--- src/rtl/baud_pkg.sv ---
package baud_pkg;

  // Mode bits held by the generator
  typedef struct packed {
    logic os16;    // 1: 16 samples per bit, 0: 8 samples per bit
    logic presc4;  // 1: prescale by four, 0: no prescale
  } baud_mode_t;

  localparam baud_mode_t MODE_RESET = '{os16: 1'b1, presc4: 1'b0};

endpackage

--- src/rtl/baud_regs.sv ---
module baud_regs
  import baud_pkg::*;
#(
  parameter int BYTE_W = 8,
  parameter int DIV_W  = 16
) (
  input  logic              clk,
  input  logic              rst,
  input  logic              wr_lo,
  input  logic              wr_hi,
  input  logic              wr_mode,
  input  logic [BYTE_W-1:0] wdata,
  output logic [DIV_W-1:0]  div_q,
  output logic [DIV_W-1:0]  div_nxt,
  output baud_mode_t        mode_q,
  output baud_mode_t        mode_nxt,
  output logic              restart
);

  localparam int HI_W = DIV_W - BYTE_W;

  // Next values, visible in the same cycle as the write
  always_comb begin
    div_nxt = div_q;
    if (wr_lo) div_nxt[BYTE_W-1:0] = wdata;
    if (wr_hi) div_nxt[DIV_W-1:BYTE_W] = wdata[HI_W-1:0];
    mode_nxt = mode_q;
    if (wr_mode) begin
      mode_nxt.presc4 = wdata[0];
      mode_nxt.os16   = wdata[1];
    end
  end

  assign restart = wr_lo | wr_hi | wr_mode;

  always_ff @(posedge clk) begin
    if (rst) begin
      div_q  <= '0;
      mode_q <= MODE_RESET;
    end else begin
      div_q  <= div_nxt;
      mode_q <= mode_nxt;
    end
  end

  AST_LO_KEEPS_HI: assert property (@(posedge clk) disable iff (rst)
    (wr_lo && !wr_hi) |=> (div_q[DIV_W-1:BYTE_W] == $past(div_q[DIV_W-1:BYTE_W]))) else $error("hi byte lost");

endmodule

--- src/rtl/baud_prescale.sv ---
module baud_prescale #(
  parameter int RATIO = 4
) (
  input  logic clk,
  input  logic rst,
  input  logic restart,
  input  logic run,
  input  logic sel_div,
  output logic pre_en
);

  localparam int PW = (RATIO > 1) ? $clog2(RATIO) : 1;

  generate
    if (RATIO > 1) begin : g_div
      logic [PW-1:0] cnt_q;
      logic          wrap;

      assign wrap   = (cnt_q == PW'(RATIO - 1));
      assign pre_en = run && (sel_div ? wrap : 1'b1);

      always_ff @(posedge clk) begin
        if (rst || restart || !run || !sel_div) begin
          cnt_q <= '0;
        end else if (wrap) begin
          cnt_q <= '0;
        end else begin
          cnt_q <= cnt_q + 1'b1;
        end
      end

      AST_PRE_SPACING: assert property (@(posedge clk) disable iff (rst)
        (pre_en && sel_div && !restart) |=> !pre_en) else $error("prescale enable too close");
    end else begin : g_pass
      assign pre_en = run;
    end
  endgenerate

endmodule

--- src/rtl/baud_divider.sv ---
module baud_divider #(
  parameter int DIV_W = 16
) (
  input  logic             clk,
  input  logic             rst,
  input  logic             restart,
  input  logic             pre_en,
  input  logic [DIV_W-1:0] div_q,
  input  logic [DIV_W-1:0] div_nxt,
  output logic             raw_tick,
  output logic             tick_o,
  output logic             bclk_o
);

  logic [DIV_W-1:0] dc_q;
  logic [DIV_W-1:0] dc_nxt;
  logic [DIV_W:0]   half_nxt;
  logic             at_end;

  assign at_end   = (dc_q == div_q - DIV_W'(1));
  assign raw_tick = pre_en && (div_q != '0) && at_end;
  assign half_nxt = ({1'b0, div_nxt} + 1'b1) >> 1;

  always_comb begin
    if (restart || div_q == '0) begin
      dc_nxt = '0;
    end else if (pre_en) begin
      dc_nxt = at_end ? '0 : dc_q + 1'b1;
    end else begin
      dc_nxt = dc_q;
    end
  end

  always_ff @(posedge clk) begin
    if (rst) begin
      dc_q   <= '0;
      tick_o <= 1'b0;
      bclk_o <= 1'b0;
    end else begin
      dc_q   <= dc_nxt;
      tick_o <= raw_tick && !restart;
      bclk_o <= (div_nxt != '0) && ({1'b0, dc_nxt} < half_nxt);
    end
  end

  AST_DC_BOUND: assert property (@(posedge clk) disable iff (rst)
    (div_q != '0) |-> (dc_q < div_q)) else $error("divider count out of range");
  AST_TICK_ONE_CYCLE: assert property (@(posedge clk) disable iff (rst)
    (tick_o && div_q > DIV_W'(1)) |=> !tick_o) else $error("tick wider than one cycle");
  AST_RESTART_QUIET: assert property (@(posedge clk) disable iff (rst)
    restart |=> !tick_o) else $error("tick right after restart");
  AST_BCLK_RISE: assert property (@(posedge clk) disable iff (rst)
    tick_o |-> bclk_o) else $error("clock low on tick");

endmodule

--- src/rtl/baud_bitcount.sv ---
module baud_bitcount #(
  parameter int OS_HI = 16,
  parameter int OS_LO = 8
) (
  input  logic clk,
  input  logic rst,
  input  logic restart,
  input  logic os16,
  input  logic raw_tick,
  output logic bit_tick_o
);

  localparam int SW = $clog2(OS_HI);

  logic [SW-1:0] sc_q;
  logic [SW-1:0] last;

  assign last = os16 ? SW'(OS_HI - 1) : SW'(OS_LO - 1);

  always_ff @(posedge clk) begin
    if (rst || restart) begin
      sc_q       <= '0;
      bit_tick_o <= 1'b0;
    end else begin
      bit_tick_o <= raw_tick && (sc_q == last);
      if (raw_tick) sc_q <= (sc_q == last) ? '0 : sc_q + 1'b1;
    end
  end

  AST_SC_LOW_RANGE: assert property (@(posedge clk) disable iff (rst)
    !os16 |-> (sc_q < SW'(OS_LO))) else $error("sample count beyond 8x range");

endmodule

--- src/rtl/baud_gen.sv ---
module baud_gen
  import baud_pkg::*;
#(
  parameter int BYTE_W      = 8,
  parameter int DIV_W       = 16,
  parameter int PRESC_RATIO = 4,
  parameter int OS_HI       = 16,
  parameter int OS_LO       = 8
) (
  input  logic              clk,
  input  logic              rst,
  input  logic              wr_div_lo,
  input  logic              wr_div_hi,
  input  logic              wr_mode,
  input  logic [BYTE_W-1:0] wdata,
  output logic              tick_o,
  output logic              bit_tick_o,
  output logic              baud_clk_o
);

  logic [DIV_W-1:0] div_q;
  logic [DIV_W-1:0] div_nxt;
  baud_mode_t       mode_q;
  baud_mode_t       mode_nxt;
  logic             restart;
  logic             pre_en;
  logic             raw_tick;

  baud_regs #(.BYTE_W(BYTE_W), .DIV_W(DIV_W)) u_regs (
    .clk(clk), .rst(rst), .wr_lo(wr_div_lo), .wr_hi(wr_div_hi), .wr_mode(wr_mode),
    .wdata(wdata), .div_q(div_q), .div_nxt(div_nxt), .mode_q(mode_q),
    .mode_nxt(mode_nxt), .restart(restart)
  );

  baud_prescale #(.RATIO(PRESC_RATIO)) u_presc (
    .clk(clk), .rst(rst), .restart(restart), .run(div_q != '0),
    .sel_div(mode_q.presc4), .pre_en(pre_en)
  );

  baud_divider #(.DIV_W(DIV_W)) u_div (
    .clk(clk), .rst(rst), .restart(restart), .pre_en(pre_en), .div_q(div_q),
    .div_nxt(div_nxt), .raw_tick(raw_tick), .tick_o(tick_o), .bclk_o(baud_clk_o)
  );

  baud_bitcount #(.OS_HI(OS_HI), .OS_LO(OS_LO)) u_bits (
    .clk(clk), .rst(rst), .restart(restart), .os16(mode_q.os16),
    .raw_tick(raw_tick), .bit_tick_o(bit_tick_o)
  );

  AST_ZERO_DIV_QUIET: assert property (@(posedge clk) disable iff (rst)
    (div_q == '0) |-> (!tick_o && !bit_tick_o && !baud_clk_o)) else $error("activity with zero divisor");
  AST_BIT_ON_TICK: assert property (@(posedge clk) disable iff (rst)
    bit_tick_o |-> tick_o) else $error("bit boundary without tick");
  AST_MODE_HELD: assert property (@(posedge clk) disable iff (rst)
    !wr_mode |=> (mode_q == $past(mode_q))) else $error("mode changed without write");

endmodule

--- config.mk ---
export PLATFORM = sky130hd
export DESIGN_NAME = baud_gen
export DESIGN_NICKNAME = d
export VERILOG_FILES = /design/src/rtl/baud_pkg.sv /design/src/rtl/baud_regs.sv /design/src/rtl/baud_prescale.sv /design/src/rtl/baud_divider.sv /design/src/rtl/baud_bitcount.sv /design/src/rtl/baud_gen.sv
export SDC_FILE = /design/constraint.sdc
export NUM_CORES = 1
export LEC_CHECK = 0
export ABC_AREA = 1
export ABC_CLOCK_PERIOD_IN_PS = 3550
export BUFFER_PORTS_ARGS = -buffer_cell sky130_fd_sc_hd__buf_4
export CAP_MARGIN = 20
export CORE_MARGIN = 5
export CORE_UTILIZATION = 50
export DETAILED_ROUTE_END_ITERATION = 6
export GPL_ROUTABILITY_DRIVEN = 0
export PLACE_DENSITY = 0.74
export REMOVE_ABC_BUFFERS = 1
export SYNTH_ARGS = -nofsm -noshare
export SYNTH_HDL_FRONTEND = slang
export SYNTH_SLANG_ARGS = --single-unit
--- constraint.sdc ---
create_clock -name clk -period 3.55 [get_ports clk]
set_input_delay 0.1775 -clock clk [delete_from_list [all_inputs] [get_ports clk]]
set_output_delay 0.1775 -clock clk [all_outputs]
set_load 0.05 [all_outputs]
=== Word-level counts from Yosys, hierarchy flattened ===
Cells that the tools add are included.
Widths: inputs -> output; s select.

* Bits in registers: 43
* Output and inout port bits: 3
* Word-level logic and storage cells: 45

* $add $sub $neg: 5
* Order comparisons: 1
* Equal/unequal tests: 3
* Muxes and demuxes: 8
* Bitwise logic cells: 2
* Reductions and logical operators: 17

{| class="wikitable"
|+ Operators with widths
! operator !! number
|-
| $mux 16 || 3
|-
| $reduce_bool 16->1 || 2
|-
| $add 16x1->17 const B || 1
|-
| $add 16x1->16 const B || 1
|-
| $eq 16x16->1 || 1
|-
| $logic_not 16->1 || 1
|-
| $lt 16x16->1 || 1
|-
| $mux 8 || 2
|-
| $sub 16x1->16 const B || 1
|-
| $mux 4 || 2
|-
| $logic_and 1x1->1 || 6
|-
| $add 4x1->4 const B || 1
|-
| $eq 4x4->1 || 1
|-
| $logic_or 1x1->1 || 4
|-
| $logic_not 1->1 || 3
|-
| $add 2x1->2 const B || 1
|-
| $eq 2x2->1 const B || 1
|-
| $or 1x1->1 || 2
|-
| $reduce_or 2->1 || 1
|-
| $mux 1 || 1
|}

=== Depth between registers and ports, before layout ===
Gate-level depths: netlist of the first run.

* Word-level depth: 7
* Gate-level depth with buffers: 23
* Depth with buffers taken out: 23

=== Cells and area by module ===
From an unflattened synthesis of the first run, not the netlist that was laid out.

* Cells, all modules: 574
* Area, all modules: 3637.2 µm²

{| class="wikitable"
|+ Modules (own cells, without submodules)
! module !! instances !! cells an instance !! area each (µm²) !! seq. area each (µm²)
|-
| baud_divider || 1 || 375 || 2247.2 || 360.3
|-
| baud_regs || 1 || 140 || 1008.5 || 360.3
|-
| baud_bitcount || 1 || 32 || 230.2 || 100.1
|-
| baud_prescale || 1 || 12 || 95.1 || 40.0
|-
| baud_gen || 1 || 15 || 56.3 || 0.0
|}

=== Worst setup path after synthesis of the first run ===
Ideal clock, no wire load.

* Path kind: register -> register
* Start: reg u_regs.div_q[0]
* End: reg u_div.bclk_o
* Arrival time: 2723 ps
* Setup slack: 761 ps
* Cell stages (with the launch flop): 19
* Clock period less this slack: 2789 ps
* Path through: dfxtp_1 inv_1 ha_1 nand2_2 nor2_1 nand2_1 xor2_1 nand2_1 nor2_1 nand3_2 nand2_2 buf_2 nor3_1 ha_1 a21oi_1 nor2_1 a211oi_1 o2111ai_1 a21oi_2

* Word-level cells in the longest chain between the ends: 7
* Elaborated cells on any way between the ends: 14
* Those cells by class: add/sub: 2; order compare: 1; eq/ne: 1; mux: 4; reduce/logical: 6

{| class="wikitable"
|+ Ends and longest elaborated chain
! item !! line !! RTL
|-
| from (decl) || baud_regs.sv:13 || <nowiki>output logic [DIV_W-1:0] div_q,</nowiki>
|-
| from (signal assigned) || baud_regs.sv:41 || <nowiki>div_q <= div_nxt;</nowiki>
|-
| $sub 16x1->16 || baud_divider.sv:20 || <nowiki>assign at_end = (dc_q == div_q - DIV_W'(1));</nowiki>
|-
| $eq 16x16->1 || baud_divider.sv:20 ||
|-
| $mux 16 || baud_divider.sv:28 || <nowiki>dc_nxt = at_end ? '0 : dc_q + 1'b1;</nowiki>
|-
| $mux 16 || baud_divider.sv:27 || <nowiki>end else if (pre_en) begin</nowiki>
|-
| $mux 16 * || baud_divider.sv:25 || <nowiki>if (restart || div_q == '0) begin</nowiki>
|-
| via u_div.dc_nxt[9] || baud_divider.sv:16 || <nowiki>logic [DIV_W-1:0] dc_nxt;</nowiki>
|-
| $lt 16x16->1 * || baud_divider.sv:42 || <nowiki>bclk_o <= (div_nxt != '0) && ({1'b0, dc_nxt} < half_nxt);</nowiki>
|-
| $logic_and 1x1->1 * || baud_divider.sv:42 ||
|-
| to (signal assigned) || baud_divider.sv:42 ||
|-
| to (decl) || baud_divider.sv:12 || <nowiki>output logic bclk_o</nowiki>
|}

The timed path passes the listed nets; every way through them passes the cells marked *.
A chain may end at the register's enable or synchronous reset.

=== Worst setup path after layout of the first run ===
Same ends and word-level chain as after synthesis.

==> results of run 1 <==
==> layout make-up <==
cell class | instances | area, um2 | area share [%]
multi-input cells | 407 | 2260 | 60.1
flip-flops and latches | 43 | 861 | 22.9
inverters | 80 | 303 | 8.07
repair buffers | 17 | 128 | 3.40
well taps | 96 | 120 | 3.20
clock buffers | 6 | 72.6 | 1.93
clock inverters | 2 | 12.5 | 0.333
==> power groups by stage <==
stage | Combinational [mW] | Sequential, mW | Clock, mW
6_report | 0.280 | 0.520 | 0.316
2_1_floorplan | 0.203 | 0.524 | 0
3_5_place_dp | 0.278 | 0.530 | 0
4_1_cts | 0.280 | 0.519 | 0.321
3_3_place_gp | 0.273 | 0.530 | 0
5_1_grt | 0.319 | 0.522 | 0.341
==> worst max-delay path, delay by kind of cell (launching register included) <==
kind | cells | cell delay [ps]
buffers and inverters | 1 | 130
AND/OR/NAND/NOR | 9 | 1360
XOR/XNOR | 1 | 240
AO/OA/AOI/OAI | 4 | 580
adder cells (fa/ha/maj) | 2 | 540
flip-flops | 1 | 340
==> metrics by stage <==
| step | cells | hold WS, ps | instance area (um2) |
|---|---|---|---|
| CTS | 651 | 83.9 | 3750 |
| global placement | 643 | 390 | 3670 |
| detailed placement | 643 | 402 | 3670 |
| global route | 651 | 84.3 | 3750 |
| finish | 651 | 88.8 | 3750 |
| floorplan | 530 | 249 | 3420 |
==> per-layer routing <==
| metal | global-route usage, % | wire, um |
|---|---|---|
| met1 | 26.9 | 3810 |
| met5 | 0 | 0 |
| met4 | 8.54 | 316 |
| met3 | 3.30 | 502 |
| met2 | 33.9 | 4000 |
==> synth_stat cells, drive strengths merged <==
cell type / number / area share [%]
nand2: 143 / 16
nand4: 11 / 2.2
nor4: 10 / 2.0
nor3b: 1 / 0.36
inv: 80 / 8.7
o22ai: 1 / 0.18
nor2: 87 / 11
o21ai: 28 / 4.4
a211o: 1 / 0.25
ha: 22 / 7.9
or2: 2 / 0.50
xor2: 19 / 4.8
a21oi: 10 / 1.5
and3: 1 / 0.18
nand3: 26 / 4.2
o21a: 1 / 0.22
dfxtp: 43 / 25
or3: 1 / 0.18
nand3b: 5 / 1.2
a211oi: 2 / 0.43
o2111ai: 1 / 0.25
nor3: 25 / 4.5
buf: 5 / 1.1
a21o: 1 / 0.22
clkbuf: 6 / 0.97
xnor2: 9 / 2.3
==> cell families (layout without fill, tap and decap cells) <==
logic type	Yosys count	count (layout)	synth area share, %
adder cells (fa/ha/maj)	22	22	7.89
XOR/XNOR	28	28	7.03
AND/OR/NAND/NOR	312	312	42.2
AO/OA/AOI/OAI	45	45	7.53
buffers and inverters	91	105	10.7
flip-flops	43	43	24.7
==> sequential cells by signal (all words and copies together) (netlist names) <==
signal,cells
u_bits.bit_tick_o,1
u_bits.sc_q,4
u_div.bclk_o,1
u_div.dc_q,16
u_div.tick_o,1
u_presc.g_div.cnt_q,2
u_regs.div_q,16
u_regs.mode_q,2
==> worst paths after layout <==
| path | end | cells past startpoint |
|---|---|---|
| hold reg to reg | u_presc.g_div.cnt_q[0] | 1 |
| hold / removal | u_regs.mode_q[0] | 2 |
| setup reg to reg | u_div.bclk_o | 17 |
| setup / recovery | u_div.bclk_o | 17 |
==> results.yml, run 1 <==
clock_tree:
  clk_path_buf_depth: 2
  worstSkewPairLatency_ps: 290
  hold_buffers: 0
  cts_tree: "done"
  cts_sinks: 43
  cts_resized: 0
  cts_setup_buffers: 0
  htreeDepth: 2
  cts_buffers: 5
  clkTransAtPathRegs_ps: 90
  root_buffer: "clkbuf_8"
die:
  initial_core_util_pct: 51.4
  dieArea_mm2: 0.00875
  core.rowCount: 30
  die_x_um: 93.6
  die_y_um: 93.6
  core-area_mm2: 0.00679
  ios: 16
placed_design:
  dpl.hpwl_um: 7050
  io_buffers: 15
  place_ws_ps: 303
pwr:
  power_mw: 1.12
  combPwrFrac_pct: 25.1
  p_leak_nw: 1.77
  pwr-share-clk_pct: 28.3
  swShare_pct: 34.5
  p_int_mw: 0.730
  seqPwrFrac_pct: 46.6
  power.switching_mw: 0.385
  peakVddDrop_v: 0.000194
  powerDensity_mw_per_mm2: 297
sta:
  clock.fmax_mhz: 307
  finalWorstSetupSlack_ps: 293
  worst_pin_slew_ps: 633
  hold_violations: 0
  rsz0062_at_grt: "false"
  setup_viol: 0
  post-route-min-period_ps: 3260
  clock-skew-final_ps: 3.76
  relSlewSlack_pct: 57.3
  final.setup.tns_ps: 0
  period_share_pct: 91.7
  drv_slew: 0
run:
  drv_cap: 0
detailed_routing:
  via_count: 3387
  vias_per_cell: 5.20
  drc: 0
  antenna_left: 0
  wl_um: 8630
  initialDrtViolationCount: 275
  first_pass_iters: 5
  wl_per_cell_um: 13.3
cells_and_area:
  final_cell_mix: "nand2_1 (132), nor2_1 (76), inv_1 (74)"
  antenna_cells: 0
  fin_util_pct: 55.2
  final_common_cell: "nand2_1"
  area_growth_pct: 7.49
  drive_gt1_share_pct: 12.8
  fin_nets: 589
  fillers: 710
global_route:
  antenna_found_initial: 0
  grt-ovfl-total: 0
  grt_pass1_vias: 3092
  grt_max_degree: 36
  gr-usage-all-layers_pct: 20.7
  grt_first_pass_wirelength_um: 14200
setup_path:
  cpMaxStageDelayCell: "nand2_2"
  crit-reg2reg-launch: "u_regs.div_q[0]"
  path_common_cell: "nor2_1"
  critPathMaxStageDelay_ps: 420
  timing.critical_path.from: "u_regs.div_q[0]"
  start_kind: "flop"
  crit_arrival_ps: 3490
  rrSetupSlack_ps: 290
  cp_max_fo: 26
  crit_chain: "inv_1, ha_1, nand2_2, nor2_1, nand2_1, xor2_1, nand2_1, nor2_1, nand3_2, nand2_2, nor3_1, ha_1, a21oi_1, nor2_1, a211oi_1, o2111ai_1, a21oi_2"
  endpoint_kind: "flop"
  worstSetupPathType: "reg2reg"
  crit_required_ps: 3780
worst_hold_path:
  hp-class: "in2reg"
  hp-start: "wr_mode"
status:
  status: "finished clean"
logic_synthesis:
  seq_area_frac_synth_pct: 24.7
  synth_area_mm2: 0.00349
  synthCells: 541
  syn_avg_cell_area_um2: 6.45
  yosysUniqueCellTypes: 44
  synth_warnings: 0
  ys_ff_latch: 43
Power figures use the tool's default switching activity.
==> run 2, diff against run 1 <==
Settings changed: CORE_UTILIZATION 50 to 40, PLACE_DENSITY 0.74 to 0.63.
==> run 2 against run 1 <==
  * Sequential share of layout area decreased by 0.24 points
  * Via count decreased by 1.2%
  * Highest routed layer unchanged
  * Worst setup slack improved by 85 ps
  * Register-to-register slack improved by 80 ps
  * Global-route usage decreased by 2.4 points
  * Cell count increased by 1.8%
  * Critical path depth unchanged
  * Flip-flop and latch count unchanged
==> results.yml, run 2 (synthesized netlist as in run 1, its figures left out) <==
setup_path:
  crit_arrival_ps: 3420
  endpoint_kind: "flop"
  worstSetupPathType: "reg2reg"
  worst_r2r_endpoint: "u_div.bclk_o"
  start_kind: "flop"
  cp_max_fo: 13
  rrSetupSlack_ps: 380
  ff2ff_path_depth: 17
  crit_required_ps: 3800
  crit-reg2reg-launch: "u_regs.div_q[0]"
cells_and_area:
  antenna_cells: 0
  area_growth_pct: 8.64
  fin_area_mm2: 0.00379
  instances_no_fill: 663
  final_cell_mix: "nand2_1 (132), nor2_1 (76), inv_1 (74)"
  reg.largest.list: "u_div.dc_q (16), u_regs.div_q (16), u_bits.sc_q (4)"
  drive_gt1_share_pct: 12.8
  final_common_cell: "nand2_1"
  fin_nets: 589
  fillers: 916
clock_tree:
  cts_sinks: 43
  cts_setup_buffers: 0
  clkTransAtPathRegs_ps: 90
  htreeDepth: 2
  cts_buffers: 5
  root_buffer: "clkbuf_8"
  worstSkewPairLatency_ps: 300
  cts_tree: "done"
  clk_path_buf_depth: 2
worst_hold_path:
  holdPathStages: 2
  worst_hold_path.endpoint: "u_regs.mode_q[0]"
  hp-start: "wr_mode"
  hp-class: "in2reg"
sta:
  hold_violations: 0
  period_share_pct: 89.4
  post-route-min-period_ps: 3170
  final.setup.tns_ps: 0
  worst_pin_slew_ps: 652
  setup_viol: 0
  clock.fmax_mhz: 315
  relSlewSlack_pct: 56.1
  drv_slew: 0
  rsz0062_at_grt: "false"
  clock-skew-final_ps: 5.21
detailed_routing:
  drc: 0
  first_pass_iters: 4
  via_count: 3345
  vias_per_cell: 5.05
  wl_um: 9150
  antenna_left: 0
  wl_per_cell_um: 13.8
  initialDrtViolationCount: 222
die:
  core-area_mm2: 0.00859
  die_x_um: 103
  die_y_um: 103
  initial_core_util_pct: 40.6
  dieArea_mm2: 0.0107
  core.rowCount: 34
  ios: 16
global_route:
  grt_max_degree: 36
  grt-ovfl-total: 0
  antenna_found_initial: 0
  grt_first_pass_wirelength_um: 15200
  grt_pass1_vias: 3225
  gr-usage-all-layers_pct: 18.3
pwr:
  powerDensity_mw_per_mm2: 298
  peakVddDrop_v: 0.000139
  p_leak_nw: 1.78
  power_mw: 1.13
placed_design:
  dp_cells: 654
  place_area_mm2: 0.00367
  dpl.hpwl_um: 7440
  io_buffers: 15
status:
  status: "finished clean"
run:
  drv_cap: 0
==> run 2: cell types whose count changed in the layout (fill, tap and decap cells not counted) <==
| cell | before | now |
|---|---|---|
| nand2_8 | 0 | 1 |
| nand3_4 | 0 | 1 |
| nand2_4 | 1 | 2 |
| buf_4 | 17 | 16 |
| nand3_2 | 3 | 2 |
| nand2_2 | 10 | 9 |
==> run 2: metrics by stage <==
stage | setup slack, ps | util, % | hold WS, ps
6_report | 378 | 44.1 | 80.6
5_1_grt | 41.4 | 44.1 | 86.3
4_1_cts | 76.2 | 43.8 | 77.5
3_5_place_dp | 71.1 | 42.8 | 403
3_3_place_gp | 165 | 42.8 | 395
2_1_floorplan | 748 | - | 249
==> run 2: routing by layer <==
layer | GRT usage (%) | vias up | part of all wire (%)
li1 | - | 1752 | -
met1 | 24.0 | 1519 | 46
met2 | 30.9 | 57 | 48
met3 | 2.55 | 17 | 3.7
met4 | 5.98 | 0 | 2.1
met5 | 0 | - | 0
==> run 2: where the power goes <==
group,switching (mW),total (mW),internal (mW)
Sequential,0.0221,0.519,0.497
Combinational,0.190,0.285,0.0948
Clock,0.187,0.325,0.138
==> run 2: timing repair <==
| action | CTS | global route |
|---|---|---|
| endpoints found under the setup margin | 0 | 1 |
| gates resized for setup | 0 | 3 |
| endpoints found under the hold margin | 0 | 0 |
| hold buffers | 0 | 0 |
==> run 2: layout make-up <==
class,count,area (um2),area share (%)
Multi-Input combinational cell,408,2290,60.3
Sequential cell,43,861,22.7
Timing Repair Buffer,16,120,3.17
Inverter,80,303,7.98
Tap cell,108,135,3.56
Clock inverter,2,12.5,0.330
Clock buffer,6,72.6,1.91
==> run 2: worst max-delay path, stage by stage, from the launching register on <==
cell and delay, ps:
dfxtp_1 340, inv_1 130, ha_1 230, nand2_2 150, nor2_1 190, nand2_1 90
xor2_1 280, nand2_1 90, nor2_1 180, nand3_4 210, nand2_8 180, nor3_1 80
ha_1 310, a21oi_1 130, nor2_1 60, a211oi_1 210, o2111ai_1 150, a21oi_2 110
==> run 2: worst max-delay path by stage <==
stage / slack, ps / startpoint / cells after the start / end
2_1_floorplan: 750 / u_regs.div_q[0] / 17 / u_div.bclk_o
3_3_place_gp: 160 / u_regs.div_q[0] / 17 / u_div.bclk_o
3_5_place_dp: 70 / u_regs.div_q[0] / 17 / u_div.bclk_o
4_1_cts: 80 / u_regs.div_q[0] / 17 / u_div.bclk_o
5_1_grt: 40 / u_regs.div_q[0] / 17 / u_div.bclk_o
6_report: 380 / u_regs.div_q[0] / 17 / u_div.bclk_o
==> run 3, diff against run 2 <==
Settings changed: REMOVE_ABC_BUFFERS 1 to unset.
==> run 3 against run 2 <==
  * Clock-buffer cell count did not move
  * Worst setup slack gained 53 ps
  * Critical path depth grew 4
  * Cell count rose by 0.15%
  * Critical path type unchanged
  * Critical endpoint unchanged
==> results.yml, run 3 (synthesized netlist as in run 1, its figures left out) <==
die:
  ios: 16
  die_y_um: 103
  die_x_um: 103
  dieArea_mm2: 0.0107
  core.rowCount: 34
  core-area_mm2: 0.00859
  initial_core_util_pct: 40.6
setup_path:
  crit_arrival_ps: 3360
  critical-path-top-delay-family: "simple AND/OR/NAND/NOR gates"
  ff2ff_path_depth: 21
  worstSetupPathType: "reg2reg"
  start_kind: "flop"
  cp_max_fo: 9
  crit_chain: "inv_1, ha_1, nand2_1, nor2_1, nand3b_2, nand2_4, inv_4, nand2_2, nor2_2, inv_2, nor2_4, nand4_2, nor2_2, nand3_1, o21ai_0, nor2_1, ha_1, a211o_1, inv_1, o2111ai_1, a21oi_2"
  critPathMaxStageDelay_ps: 380
  crit_required_ps: 3790
  cpMaxStageDelayCell: "dfxtp_1"
  path_depth: 21
  rrSetupSlack_ps: 430
  endpoint_kind: "flop"
  path_buf_inv: 4
cells_and_area:
  fin_util_pct: 44.0
  final_common_cell: "nand2_1"
  drive_gt1_share_pct: 12.9
  fin_area_mm2: 0.00378
  reg.largest.list: "u_div.dc_q (16), u_regs.div_q (16), u_bits.sc_q (4)"
  area_growth_pct: 8.28
  final_cell_mix: "nand2_1 (132), nor2_1 (76), inv_1 (74)"
  fin_nets: 590
  antenna_cells: 0
detailed_routing:
  vias_per_cell: 5.06
  drc: 0
  first_pass_iters: 5
  initialDrtViolationCount: 167
  via_count: 3358
  wl_um: 8950
  antenna_left: 0
  wl_per_cell_um: 13.5
pwr:
  peakVddDrop_v: 0.000209
  power.switching_mw: 0.384
  swShare_pct: 34.4
  pwr-share-clk_pct: 27.9
  seqPwrFrac_pct: 46.6
  powerDensity_mw_per_mm2: 295
  p_leak_nw: 1.78
  p_int_mw: 0.731
  combPwrFrac_pct: 25.5
sta:
  drv_slew: 0
  hold_violations: 0
  finalWorstSetupSlack_ps: 431
  clock.fmax_mhz: 321
  final.setup.tns_ps: 0
  rsz0062_at_grt: "false"
  period_share_pct: 87.8
  post-route-min-period_ps: 3120
  worst_pin_slew_ps: 630
  clock-skew-final_ps: 7.06
  relSlewSlack_pct: 57.5
  setup_viol: 0
logic_synthesis:
  synth_fp_nets: 576
clock_tree:
  worstSkewPairLatency_ps: 300
  htreeDepth: 2
  cts_tree: "done"
  cts_buffers: 5
  clkTransAtPathRegs_ps: 90
  clk_path_buf_depth: 2
  hold_buffers: 0
  root_buffer: "clkbuf_8"
  cts_sinks: 43
global_route:
  grt_max_degree: 36
  gr-usage-all-layers_pct: 17.7
  grt_first_pass_wirelength_um: 14700
  grt_pass1_vias: 3090
  grt-ovfl-total: 0
  antenna_found_initial: 0
worst_hold_path:
  holdPathStages: 2
  hp-class: "in2reg"
placed_design:
  io_buffers: 15
  dpl.hpwl_um: 7390
  place_area_mm2: 0.00369
  place_ws_ps: 279
run:
  drv_cap: 0
status:
  status: "finished clean"
run 3: cell types whose count changed in the layout (fill, tap and decap cells not counted), sizes merged:
cell and change:
buf +2, nand2 -1
run 3: layer usage:
metal | share of wire (%) | track usage, % | vias up
li1 | - | - | 1749
met1 | 47 | 23.7 | 1514
met2 | 46 | 28.7 | 77
met3 | 3.6 | 1.88 | 18
met4 | 3.2 | 7.87 | 0
met5 | 0 | 0 | -
run 3: what timing repair did:
item / CTS / global route
buffers inserted: 0 / 0
setup endpoints to repair: 0 / 1
resized for setup: 0 / 1
run 3: per-stage QoR:
stage / total power, mW / hold WS (ps) / instances
after floorplan: 0.741 / 267 / 541
after global placement: 0.805 / 394 / 656
after detailed placement: 0.812 / 400 / 656
after CTS: 1.12 / 73.2 / 664
after global routing: 1.19 / 66.1 / 664
final: 1.11 / 79.6 / 664
run 3: area by class of cell:
type	instances	area (um2)
Multi-Input combinational cell	407	2260
Fill cell	937	4810
Inverter	80	303
Clock buffer	6	72.6
Sequential cell	43	861
Timing Repair Buffer	18	135
Clock inverter	2	12.5
Tap cell	108	135
run 3: worst paths after layout:
kind / from / end
worst max-delay path: u_regs.div_q[0] / u_div.bclk_o
worst min-delay path: wr_mode / u_regs.mode_q[0]
worst min register to register: u_presc.g_div.cnt_q[0] / u_presc.g_div.cnt_q[0]
worst max register to register: u_regs.div_q[0] / u_div.bclk_o
run 3: power by group through the flow:
| stage | logic (mW) | clock network, mW | registers, mW |
|---|---|---|---|
| after detailed placement | 0.283 | 0 | 0.529 |
| after floorplan | 0.217 | 0 | 0.524 |
| after global routing | 0.324 | 0.344 | 0.521 |
| after CTS | 0.283 | 0.321 | 0.518 |
| final | 0.284 | 0.311 | 0.519 |
| after global placement | 0.276 | 0 | 0.529 |
